[src/rtl/dmarf_pkg.sv]
package dmarf_pkg;
  localparam int unsigned MAX_CH  = 64;
  localparam int unsigned CH_W    = 6;
  localparam int unsigned CAUSE_W = 10;
  localparam int unsigned N_CMD   = 8;

  // byte offsets of the register words
  localparam int unsigned OFS_CTRL    = 'h000;
  localparam int unsigned OFS_ESR     = 'h004;
  localparam int unsigned OFS_REQ_HI  = 'h008;
  localparam int unsigned OFS_REQ_LO  = 'h00C;
  localparam int unsigned OFS_EEI_HI  = 'h010;
  localparam int unsigned OFS_EEI_LO  = 'h014;
  localparam int unsigned OFS_CMD_A   = 'h018;
  localparam int unsigned OFS_CMD_B   = 'h01C;
  localparam int unsigned OFS_INT_HI  = 'h020;
  localparam int unsigned OFS_INT_LO  = 'h024;
  localparam int unsigned OFS_ERR_HI  = 'h028;
  localparam int unsigned OFS_ERR_LO  = 'h02C;
  localparam int unsigned OFS_HRQ_HI  = 'h030;
  localparam int unsigned OFS_HRQ_LO  = 'h034;
  localparam int unsigned OFS_PRIO    = 'h100;

  // command index = 4 * (word after 0x18) + byte lane
  typedef enum int unsigned {
    CMD_REQ_SET  = 0,
    CMD_REQ_CLR  = 1,
    CMD_EEI_SET  = 2,
    CMD_EEI_CLR  = 3,
    CMD_INT_CLR  = 4,
    CMD_ERR_CLR  = 5,
    CMD_START    = 6,
    CMD_DONE_CLR = 7
  } cmd_idx_e;

  // control word bits
  localparam int unsigned CTL_CLKGATE = 31;
  localparam int unsigned CTL_RRGRP   = 3;
  localparam int unsigned CTL_RRCH    = 2;

  // error status word fields
  localparam int unsigned ES_VALID = 31;
  localparam int unsigned ES_GRP   = 15;
  localparam int unsigned ES_CHP   = 14;
  localparam int unsigned ES_CH_LO = 8;
endpackage

[src/rtl/dmarf_cmd_port.sv]
module dmarf_cmd_port
  import dmarf_pkg::*;
#(
  parameter int unsigned NUM_CH = 64
) (
  input  logic              fire,
  input  logic [7:0]        chan,
  output logic [MAX_CH-1:0] hot
);
  // one-hot decode of a channel number, values out of range dropped
  always_comb begin
    hot = '0;
    if (fire && (32'(chan) < NUM_CH)) hot[chan[CH_W-1:0]] = 1'b1;
  end
endmodule

[src/rtl/dmarf_bitmap.sv]
module dmarf_bitmap
  import dmarf_pkg::*;
#(
  parameter int unsigned NUM_CH     = 64,
  parameter bit          CLR_ON_ONE = 1'b0
) (
  input  logic              clk,
  input  logic              rst_n,
  input  logic              wr_hi,
  input  logic              wr_lo,
  input  logic [3:0]        be,
  input  logic [31:0]       wdata,
  input  logic [NUM_CH-1:0] hw_set,
  input  logic [MAX_CH-1:0] cmd_set,
  input  logic [MAX_CH-1:0] cmd_clr,
  output logic [NUM_CH-1:0] map
);
  logic [NUM_CH-1:0] map_q, map_nxt;
  logic [MAX_CH-1:0] cur64, hw64, bm64, wd64, word_nxt, all_nxt;
  logic              upd;

  always_comb begin
    cur64 = '0;
    cur64[NUM_CH-1:0] = map_q;
    hw64 = '0;
    hw64[NUM_CH-1:0] = hw_set;
    wd64 = {wdata, wdata};
    for (int b = 0; b < 4; b++) begin
      bm64[8*b +: 8]      = {8{wr_lo & be[b]}};
      bm64[32 + 8*b +: 8] = {8{wr_hi & be[b]}};
    end
  end

  generate
    if (CLR_ON_ONE) begin : g_w1c
      always_comb word_nxt = cur64 & ~(bm64 & wd64);
    end else begin : g_rw
      always_comb word_nxt = (cur64 & ~bm64) | (wd64 & bm64);
    end
  endgenerate

  // hardware and command sets take precedence over any clear
  always_comb begin
    all_nxt = (word_nxt & ~cmd_clr) | cmd_set | hw64;
    map_nxt = all_nxt[NUM_CH-1:0];
    upd     = wr_hi | wr_lo | (|cmd_set) | (|cmd_clr) | (|hw_set);
  end

  always_ff @(posedge clk or negedge rst_n) begin
    if (!rst_n)   map_q <= '0;
    else if (upd) map_q <= map_nxt;
  end

  assign map = map_q;

  // a hardware set is never lost
  a_r6_hw_set_sticks: assert property (@(posedge clk) disable iff (!rst_n)
    (|hw_set) |=> ((map_q & $past(hw_set)) == $past(hw_set)));
endmodule

[src/rtl/dmarf_err_status.sv]
module dmarf_err_status
  import dmarf_pkg::*;
#(
  parameter int unsigned NUM_CH = 64
) (
  input  logic               clk,
  input  logic               rst_n,
  input  logic [NUM_CH-1:0]  err_pulse,
  input  logic [CAUSE_W-1:0] cause,
  input  logic [NUM_CH-1:0]  err_map,
  output logic [31:0]        esr
);
  logic [31:0]     esr_q, esr_nxt, cap;
  logic [CH_W-1:0] first_ch;
  logic            any_err, map_empty, esr_en;

  always_comb begin
    first_ch = '0;
    for (int i = NUM_CH - 1; i >= 0; i--)
      if (err_pulse[i]) first_ch = CH_W'(i);
    any_err   = |err_pulse;
    map_empty = ~|err_map;
    cap                        = '0;
    cap[ES_VALID]              = 1'b1;
    cap[ES_GRP]                = cause[9];
    cap[ES_CHP]                = cause[8];
    cap[ES_CH_LO +: CH_W]      = first_ch;
    cap[7:0]                   = cause[7:0];
  end

  always_comb begin
    esr_nxt = esr_q;
    if ((!esr_q[ES_VALID] || map_empty) && any_err) esr_nxt = cap;
    else if (map_empty)                             esr_nxt = '0;
    esr_en = any_err | map_empty;
  end

  always_ff @(posedge clk or negedge rst_n) begin
    if (!rst_n)      esr_q <= '0;
    else if (esr_en) esr_q <= esr_nxt;
  end

  assign esr = esr_q;

  // a held error is not overwritten while error bits remain
  a_r8_first_kept: assert property (@(posedge clk) disable iff (!rst_n)
    (esr_q[ES_VALID] && !map_empty) |=> $stable(esr_q));
  // an idle status word captures an arriving error
  a_r8_capture: assert property (@(posedge clk) disable iff (!rst_n)
    (!esr_q[ES_VALID] && any_err) |=> esr_q[ES_VALID]);
  // empty error bitmap with no new error empties the status word
  a_r9_idle_clear: assert property (@(posedge clk) disable iff (!rst_n)
    (map_empty && !any_err) |=> (esr_q == 32'd0));
endmodule

[src/rtl/dmarf_regs.sv]
module dmarf_regs
  import dmarf_pkg::*;
#(
  parameter int unsigned NUM_CH = 64,
  parameter int unsigned ADDR_W = 9
) (
  input  logic                clk,
  input  logic                rst_n,
  input  logic [ADDR_W-1:0]   bus_addr,
  input  logic                bus_wr,
  input  logic [3:0]          bus_be,
  input  logic [31:0]         bus_wdata,
  output logic [31:0]         bus_rdata,
  input  logic [NUM_CH-1:0]   eng_done,
  input  logic [NUM_CH-1:0]   eng_err,
  input  logic [CAUSE_W-1:0]  eng_err_cause,
  input  logic [NUM_CH-1:0]   hw_req,
  output logic [NUM_CH-1:0]   chan_start,
  output logic [NUM_CH-1:0]   chan_done_clr,
  output logic [NUM_CH-1:0]   req_en,
  output logic                irq,
  output logic                cfg_clk_gate,
  output logic                cfg_rr_group,
  output logic                cfg_rr_chan,
  output logic [NUM_CH*8-1:0] chan_prio
);
  localparam int unsigned WA = ADDR_W - 2;

  // reset: asserted asynchronously, released after two clocks
  logic rst_meta, rst_sync;
  always_ff @(posedge clk or negedge rst_n) begin
    if (!rst_n) begin
      rst_meta <= 1'b0;
      rst_sync <= 1'b0;
    end else begin
      rst_meta <= 1'b1;
      rst_sync <= rst_meta;
    end
  end

  logic [WA-1:0] word;
  logic          unused_addr;
  assign word        = bus_addr[ADDR_W-1:2];
  assign unused_addr = ^bus_addr[1:0];

  function automatic logic hit(input logic [WA-1:0] w, input int unsigned ofs);
    return w == WA'(ofs >> 2);
  endfunction

  // command byte ports
  logic [MAX_CH-1:0] cmd_hot [N_CMD];
  generate
    for (genvar i = 0; i < N_CMD; i++) begin : g_cmd
      logic fire;
      assign fire = bus_wr && bus_be[i % 4] && hit(word, OFS_CMD_A + 4 * (i / 4));
      dmarf_cmd_port #(.NUM_CH(NUM_CH)) cmd_i (
        .fire (fire),
        .chan (bus_wdata[8*(i % 4) +: 8]),
        .hot  (cmd_hot[i])
      );
    end
  endgenerate

  // channel bitmaps
  logic [NUM_CH-1:0] req_map, eei_map, int_map, err_map;
  logic [NUM_CH-1:0] no_hw;
  assign no_hw = '0;

  dmarf_bitmap #(.NUM_CH(NUM_CH), .CLR_ON_ONE(1'b0)) req_i (
    .clk(clk), .rst_n(rst_sync),
    .wr_hi(bus_wr && hit(word, OFS_REQ_HI)), .wr_lo(bus_wr && hit(word, OFS_REQ_LO)),
    .be(bus_be), .wdata(bus_wdata), .hw_set(no_hw),
    .cmd_set(cmd_hot[CMD_REQ_SET]), .cmd_clr(cmd_hot[CMD_REQ_CLR]), .map(req_map)
  );

  dmarf_bitmap #(.NUM_CH(NUM_CH), .CLR_ON_ONE(1'b0)) eei_i (
    .clk(clk), .rst_n(rst_sync),
    .wr_hi(bus_wr && hit(word, OFS_EEI_HI)), .wr_lo(bus_wr && hit(word, OFS_EEI_LO)),
    .be(bus_be), .wdata(bus_wdata), .hw_set(no_hw),
    .cmd_set(cmd_hot[CMD_EEI_SET]), .cmd_clr(cmd_hot[CMD_EEI_CLR]), .map(eei_map)
  );

  dmarf_bitmap #(.NUM_CH(NUM_CH), .CLR_ON_ONE(1'b1)) int_i (
    .clk(clk), .rst_n(rst_sync),
    .wr_hi(bus_wr && hit(word, OFS_INT_HI)), .wr_lo(bus_wr && hit(word, OFS_INT_LO)),
    .be(bus_be), .wdata(bus_wdata), .hw_set(eng_done),
    .cmd_set('0), .cmd_clr(cmd_hot[CMD_INT_CLR]), .map(int_map)
  );

  dmarf_bitmap #(.NUM_CH(NUM_CH), .CLR_ON_ONE(1'b1)) err_i (
    .clk(clk), .rst_n(rst_sync),
    .wr_hi(bus_wr && hit(word, OFS_ERR_HI)), .wr_lo(bus_wr && hit(word, OFS_ERR_LO)),
    .be(bus_be), .wdata(bus_wdata), .hw_set(eng_err),
    .cmd_set('0), .cmd_clr(cmd_hot[CMD_ERR_CLR]), .map(err_map)
  );

  logic [31:0] esr;
  dmarf_err_status #(.NUM_CH(NUM_CH)) esr_i (
    .clk(clk), .rst_n(rst_sync), .err_pulse(eng_err), .cause(eng_err_cause),
    .err_map(err_map), .esr(esr)
  );

  // control word
  logic [2:0] ctrl_q, ctrl_nxt;
  logic       ctrl_wr;
  always_comb begin
    ctrl_wr  = bus_wr && hit(word, OFS_CTRL);
    ctrl_nxt = ctrl_q;
    if (bus_be[CTL_CLKGATE / 8]) ctrl_nxt[2] = bus_wdata[CTL_CLKGATE];
    if (bus_be[CTL_RRGRP / 8])   ctrl_nxt[1] = bus_wdata[CTL_RRGRP];
    if (bus_be[CTL_RRCH / 8])    ctrl_nxt[0] = bus_wdata[CTL_RRCH];
  end
  always_ff @(posedge clk or negedge rst_sync) begin
    if (!rst_sync)    ctrl_q <= '0;
    else if (ctrl_wr) ctrl_q <= ctrl_nxt;
  end

  // priority bytes
  logic [7:0]        prio_q [NUM_CH];
  logic [NUM_CH-1:0] prio_wr;
  always_comb begin
    for (int ch = 0; ch < NUM_CH; ch++)
      prio_wr[ch] = bus_wr && bus_be[ch % 4] && hit(word, OFS_PRIO + 4 * (ch / 4));
  end
  always_ff @(posedge clk or negedge rst_sync) begin
    if (!rst_sync) begin
      for (int ch = 0; ch < NUM_CH; ch++) prio_q[ch] <= '0;
    end else begin
      for (int ch = 0; ch < NUM_CH; ch++)
        if (prio_wr[ch]) prio_q[ch] <= bus_wdata[8*(ch % 4) +: 8];
    end
  end

  // start and done-clear pulses, one cycle after the command write
  logic [NUM_CH-1:0] start_q, start_nxt, dclr_q, dclr_nxt;
  logic              pulse_en;
  always_comb begin
    start_nxt = cmd_hot[CMD_START][NUM_CH-1:0];
    dclr_nxt  = cmd_hot[CMD_DONE_CLR][NUM_CH-1:0];
    pulse_en  = (|start_q) | (|dclr_q) | (|start_nxt) | (|dclr_nxt);
  end
  always_ff @(posedge clk or negedge rst_sync) begin
    if (!rst_sync) begin
      start_q <= '0;
      dclr_q  <= '0;
    end else if (pulse_en) begin
      start_q <= start_nxt;
      dclr_q  <= dclr_nxt;
    end
  end

  // read path
  logic [MAX_CH-1:0] req64, eei64, int64, err64, hrq64;
  always_comb begin
    req64 = '0; req64[NUM_CH-1:0] = req_map;
    eei64 = '0; eei64[NUM_CH-1:0] = eei_map;
    int64 = '0; int64[NUM_CH-1:0] = int_map;
    err64 = '0; err64[NUM_CH-1:0] = err_map;
    hrq64 = '0; hrq64[NUM_CH-1:0] = hw_req;
    bus_rdata = '0;
    if (hit(word, OFS_CTRL)) begin
      bus_rdata[CTL_CLKGATE] = ctrl_q[2];
      bus_rdata[CTL_RRGRP]   = ctrl_q[1];
      bus_rdata[CTL_RRCH]    = ctrl_q[0];
    end
    if (hit(word, OFS_ESR))    bus_rdata = esr;
    if (hit(word, OFS_REQ_HI)) bus_rdata = req64[63:32];
    if (hit(word, OFS_REQ_LO)) bus_rdata = req64[31:0];
    if (hit(word, OFS_EEI_HI)) bus_rdata = eei64[63:32];
    if (hit(word, OFS_EEI_LO)) bus_rdata = eei64[31:0];
    if (hit(word, OFS_INT_HI)) bus_rdata = int64[63:32];
    if (hit(word, OFS_INT_LO)) bus_rdata = int64[31:0];
    if (hit(word, OFS_ERR_HI)) bus_rdata = err64[63:32];
    if (hit(word, OFS_ERR_LO)) bus_rdata = err64[31:0];
    if (hit(word, OFS_HRQ_HI)) bus_rdata = hrq64[63:32];
    if (hit(word, OFS_HRQ_LO)) bus_rdata = hrq64[31:0];
    for (int ch = 0; ch < NUM_CH; ch++)
      if (hit(word, OFS_PRIO + 4 * (ch / 4))) bus_rdata[8*(ch % 4) +: 8] = prio_q[ch];
  end

  always_comb begin
    for (int ch = 0; ch < NUM_CH; ch++) chan_prio[8*ch +: 8] = prio_q[ch];
  end

  assign irq           = (|int_map) | (|(err_map & eei_map));
  assign chan_start    = start_q;
  assign chan_done_clr = dclr_q;
  assign req_en        = req_map;
  assign cfg_clk_gate  = ctrl_q[2];
  assign cfg_rr_group  = ctrl_q[1];
  assign cfg_rr_chan   = ctrl_q[0];

  // a command never names more than one channel
  a_r4_start_onehot: assert property (@(posedge clk) disable iff (!rst_sync)
    $onehot0(start_q) && $onehot0(dclr_q));
  // start pulses only follow a bus write
  a_r5_start_after_write: assert property (@(posedge clk) disable iff (!rst_sync)
    (|start_q) |-> $past(bus_wr));
  // a completion always raises the interrupt next cycle
  a_r10_done_raises_irq: assert property (@(posedge clk) disable iff (!rst_sync)
    (|eng_done) |=> irq);
endmodule

[config.mk]
export PLATFORM = sky130hd
export DESIGN_NAME = dmarf_regs
export DESIGN_NICKNAME = d
export VERILOG_FILES = /design/src/rtl/dmarf_pkg.sv /design/src/rtl/dmarf_cmd_port.sv /design/src/rtl/dmarf_bitmap.sv /design/src/rtl/dmarf_err_status.sv /design/src/rtl/dmarf_regs.sv
export SDC_FILE = /design/constraint.sdc
export NUM_CORES = 2
export LEC_CHECK = 0
export BUFFER_PORTS_ARGS = -buffer_cell sky130_fd_sc_hd__buf_2
export CAP_MARGIN = 25
export CORE_AREA = 2 2 384 386
export DETAILED_ROUTE_END_ITERATION = 16
export DIE_AREA = 0 0 386 388
export HOLD_SLACK_MARGIN = 0.02
export PLACE_DENSITY = 0.6
export SETUP_SLACK_MARGIN = 0.1
export SLEW_MARGIN = 20
export SYNTH_ARGS = -nofsm -noshare
export SYNTH_HDL_FRONTEND = slang
export SYNTH_SLANG_ARGS = --single-unit
[constraint.sdc]
create_clock -name clk -period 27.3 [get_ports clk]
set_input_delay 2.73 -clock clk [delete_from_list [all_inputs] [get_ports clk]]
set_output_delay 2.73 -clock clk [all_outputs]
set_load 0.05 [all_outputs]
==> flow_summary.json <==
{
  "finClkSkew_ns": 0.0683,
  "worstSetupStartpointType": "input port",
  "outcome": "complete, no violations",
  "fin_crit_ns": 10.53,
  "fmax_ghz": 0.0949,
  "cap_viol_max_count": 0,
  "die_y_um": 388,
  "synthFlopType": "dfrtp_1",
  "cts_sinks": 918,
  "drc_errors": 0,
  "reg2reg_depth": 5,
  "r2r-end": "err_i.map[48]",
  "core-area_um2": 145000,
  "grt_pass1_vias": 42381,
  "critPathKind": "in -> out",
  "r2r_setup_slack_ns": 23.06,
  "slew-limit-headroom_pct": 26.8,
  "critPathRequiredTime_ns": 24.57,
  "start_util_pct": 31.0,
  "power_density_nw_per_um2": 61.5,
  "gr-total-overflow": 0,
  "holdPathStages": 0,
  "ir_drop_mv": 0.0609,
  "hold_path.class": "reg -> reg",
  "seqCellArea_um2": 23000,
  "synthCells": 4177,
  "drt_iter0_drc": 6365,
  "syn-cell-area_um2": 45000,
  "vias": 44284,
  "wirelength_mm": 271,
  "htreeDepth": 3,
  "dieArea_um2": 150000,
  "grt_usage_pct": 35.0,
  "hold_viol": 0,
  "drtPass1Iterations": 10,
  "rsz0062_at_grt": "false",
  "endpoint_kind": "output pin",
  "nFillCells": 14488,
  "setup-tns-final_ns": 0,
  "setup_viol": 0,
  "wl_per_cell_um": 38.0,
  "multiInputGateArea_um2": 20800,
  "pin_count": 990,
  "synthArstFlopShare_pct": 100,
  "hold_path_end": "rst_sync",
  "final_max_slew_viol_count": 0,
  "grt_max_degree": 87,
  "post_cts_buffers": 0,
  "cts_resized": 0,
  "min_from": "rst_meta",
  "ys_ff_latch": 918,
  "cts_root_buf": "clkbuf_16",
  "viasPerCell": 6.21,
  "leakagePower_nw": 26.0,
  "hold_buffers": 0,
  "synth-edff-count": 0,
  "cts_tree": "built",
  "final_nets": 5353,
  "area_growth_pct": 23.9,
  "r2r_start": "rst_sync",
  "routabilityCongestion": 1.02,
  "path_clk_slew_ns": 0.06,
  "drive_gt1_share_pct": 38.0,
  "num_rows": 140,
  "avgSynthCellArea_um2": 10.8,
  "cts_buffer_depth": 3,
  "yosysWarnings": 0,
  "arrival_ns": 7.80,
  "die_width_um": 386,
  "grt_pass1_wl_mm": 364,
  "drt.antenna.violating_nets": 0,
  "clock_latency_ns": 0.77,
  "synth_nets": 4427,
  "port_buffers": 987,
  "antenna_found_initial": 64,
  "critPathMaxFanout": 40,
  "hpwl_mm": 205,
  "numCtsBuffers": 103,
  "period_share_pct": 38.6,
  "ys_seq_area_share_pct": 51.0,
  "synth_cell_type_count": 91,
  "final_util_pct": 38.4,
  "worst_pin_slew_ns": 1.10
}
## where the power goes
group          internal, mW  switching [mW]  leakage (nW)  total [mW]
Combinational         0.116           0.401          12.3       0.517
Sequential             1.41          0.0624          12.0        1.47
Clock                 0.797           0.642          1.67        1.44
## critical path: stages
cell	delay, ns
buf_4	0.61
buf_4	0.71
nand2b_1	0.59
buf_4	0.43
nor3_4	0.21
buf_4	0.45
a221oi_1	0.20
o21ai_0	0.33
or3_1	0.29
a21oi_1	0.12
o31ai_1	0.64
buf_2	0.39
## final cells by class
cell class / instances / area share, %
antenna: 32 / 0.144
inverter: 20 / 0.135
timing repair buffer: 1118 / 10.8
multi-input combinational: 2942 / 37.3
clock inverter: 39 / 0.839
sequential: 918 / 41.2
clock buffer: 148 / 5.30
tap: 1917 / 4.30
## cells in the mapped netlist, types with 35 or more instances
library cell | n | area (um2)
a21o_1 | 69 | 518
a21oi_1 | 138 | 691
a221oi_1 | 58 | 508
a22o_1 | 35 | 307
a22oi_1 | 170 | 1280
a31o_2 | 49 | 429
buf_2 | 61 | 305
clkbuf_1 | 199 | 747
dfrtp_1 | 918 | 23000
mux2_2 | 507 | 5710
mux2i_1 | 62 | 621
nand2_1 | 324 | 1220
nand3_1 | 97 | 485
nor2_1 | 352 | 1320
nor2_2 | 41 | 257
nor3_1 | 46 | 230
nor4_1 | 93 | 582
o21ai_0 | 207 | 1040
o221ai_1 | 104 | 911
o22ai_1 | 107 | 669
or3_1 | 98 | 613
## through the flow
step                worst slack, ns  area (um2)  hold slack [ns]  power, mW  instances
detailed placement            17.02       52200            0.345       2.00       6910
finish                        16.77       55800            0.366       3.43       7134
global route                  16.86       55700            0.391       3.51       7119
global placement              17.06       52100            0.342       2.00       6902
floorplan                     12.40       45000            0.331       1.78       4177
CTS                           17.01       55600            0.369       3.43       7097
## state kept, by name (all words and copies together) (netlist names), 3 cells and up
| name | count |
|---|---|
| chan_done_clr | 64 |
| chan_prio | 512 |
| chan_start | 64 |
| ctrl_q | 3 |
| eei_i.map | 64 |
| err_i.map | 64 |
| esr_i.esr | 17 |
| int_i.map | 64 |
| req_i.map | 64 |
## cell usage in the layout, fill, tap and decap left out, types with 12 or more instances in the layout
cell	Yosys	layout
buf_4	11	124
a222oi_1	22	22
nor3_1	46	43
a21o_1	69	69
clkbuf_16	0	103
mux4_2	14	14
nor4_1	93	92
dfrtp_1	918	917
nor3_2	10	12
nand4_1	32	32
o31ai_1	12	12
o21ai_0	207	206
nor2_1	352	346
mux2i_1	62	62
a22oi_1	170	170
diode_2	0	32
clkinv_2	0	17
a31o_2	49	49
o2bb2ai_1	28	28
inv_1	19	19
or3_1	98	97
nand2b_1	26	26
nor2_2	41	47
buf_2	61	986
a22o_1	35	35
o21a_1	17	17
mux2_2	507	507
a21oi_1	138	138
nand3_1	97	97
a221oi_1	58	58
clkbuf_8	0	21
and3_1	15	15
nor2b_1	19	18
o221ai_1	104	104
o22ai_1	107	106
nand2_1	324	324
clkbuf_1	199	24
## cells by family (layout without fill, tap and decap cells)
group                  count (synthesis)  in the layout  share of synthesized area (%)
AO/OA/AOI/OAI                       1114           1114                           17.5
XOR/XNOR                               1              1                         0.0195
buffers and inverters                317           1325                           2.96
flip-flops                           918            918                           51.0
multiplexers                         583            583                           14.8
other                                  1             33                        0.00833
AND/OR/NAND/NOR                     1243           1243                           13.7
## worst max-delay path by stage
stage	start	to	slack [ns]	cells past startpoint
after CTS	bus_addr[2]	bus_rdata[10]	17.01	12
after global placement	bus_addr[2]	bus_rdata[10]	17.06	12
after floorplan	rst_sync	chan_done_clr[0]	12.40	0
after detailed placement	bus_addr[2]	bus_rdata[10]	17.02	12
after global routing	bus_addr[2]	bus_rdata[10]	16.86	12
final	bus_addr[2]	bus_rdata[10]	16.77	12
## layer usage
metal	track usage (%)	share of wire (%)	vias up	wire (um)
met5	0	0.080	-	217
met4	19.8	7.2	34	19500
met3	12.8	12	878	32000
met2	54.5	45	3283	122000
met1	41.4	36	22405	97400
li1	-	-	17684	-
Note: power is estimated with default switching activity, not from simulation.
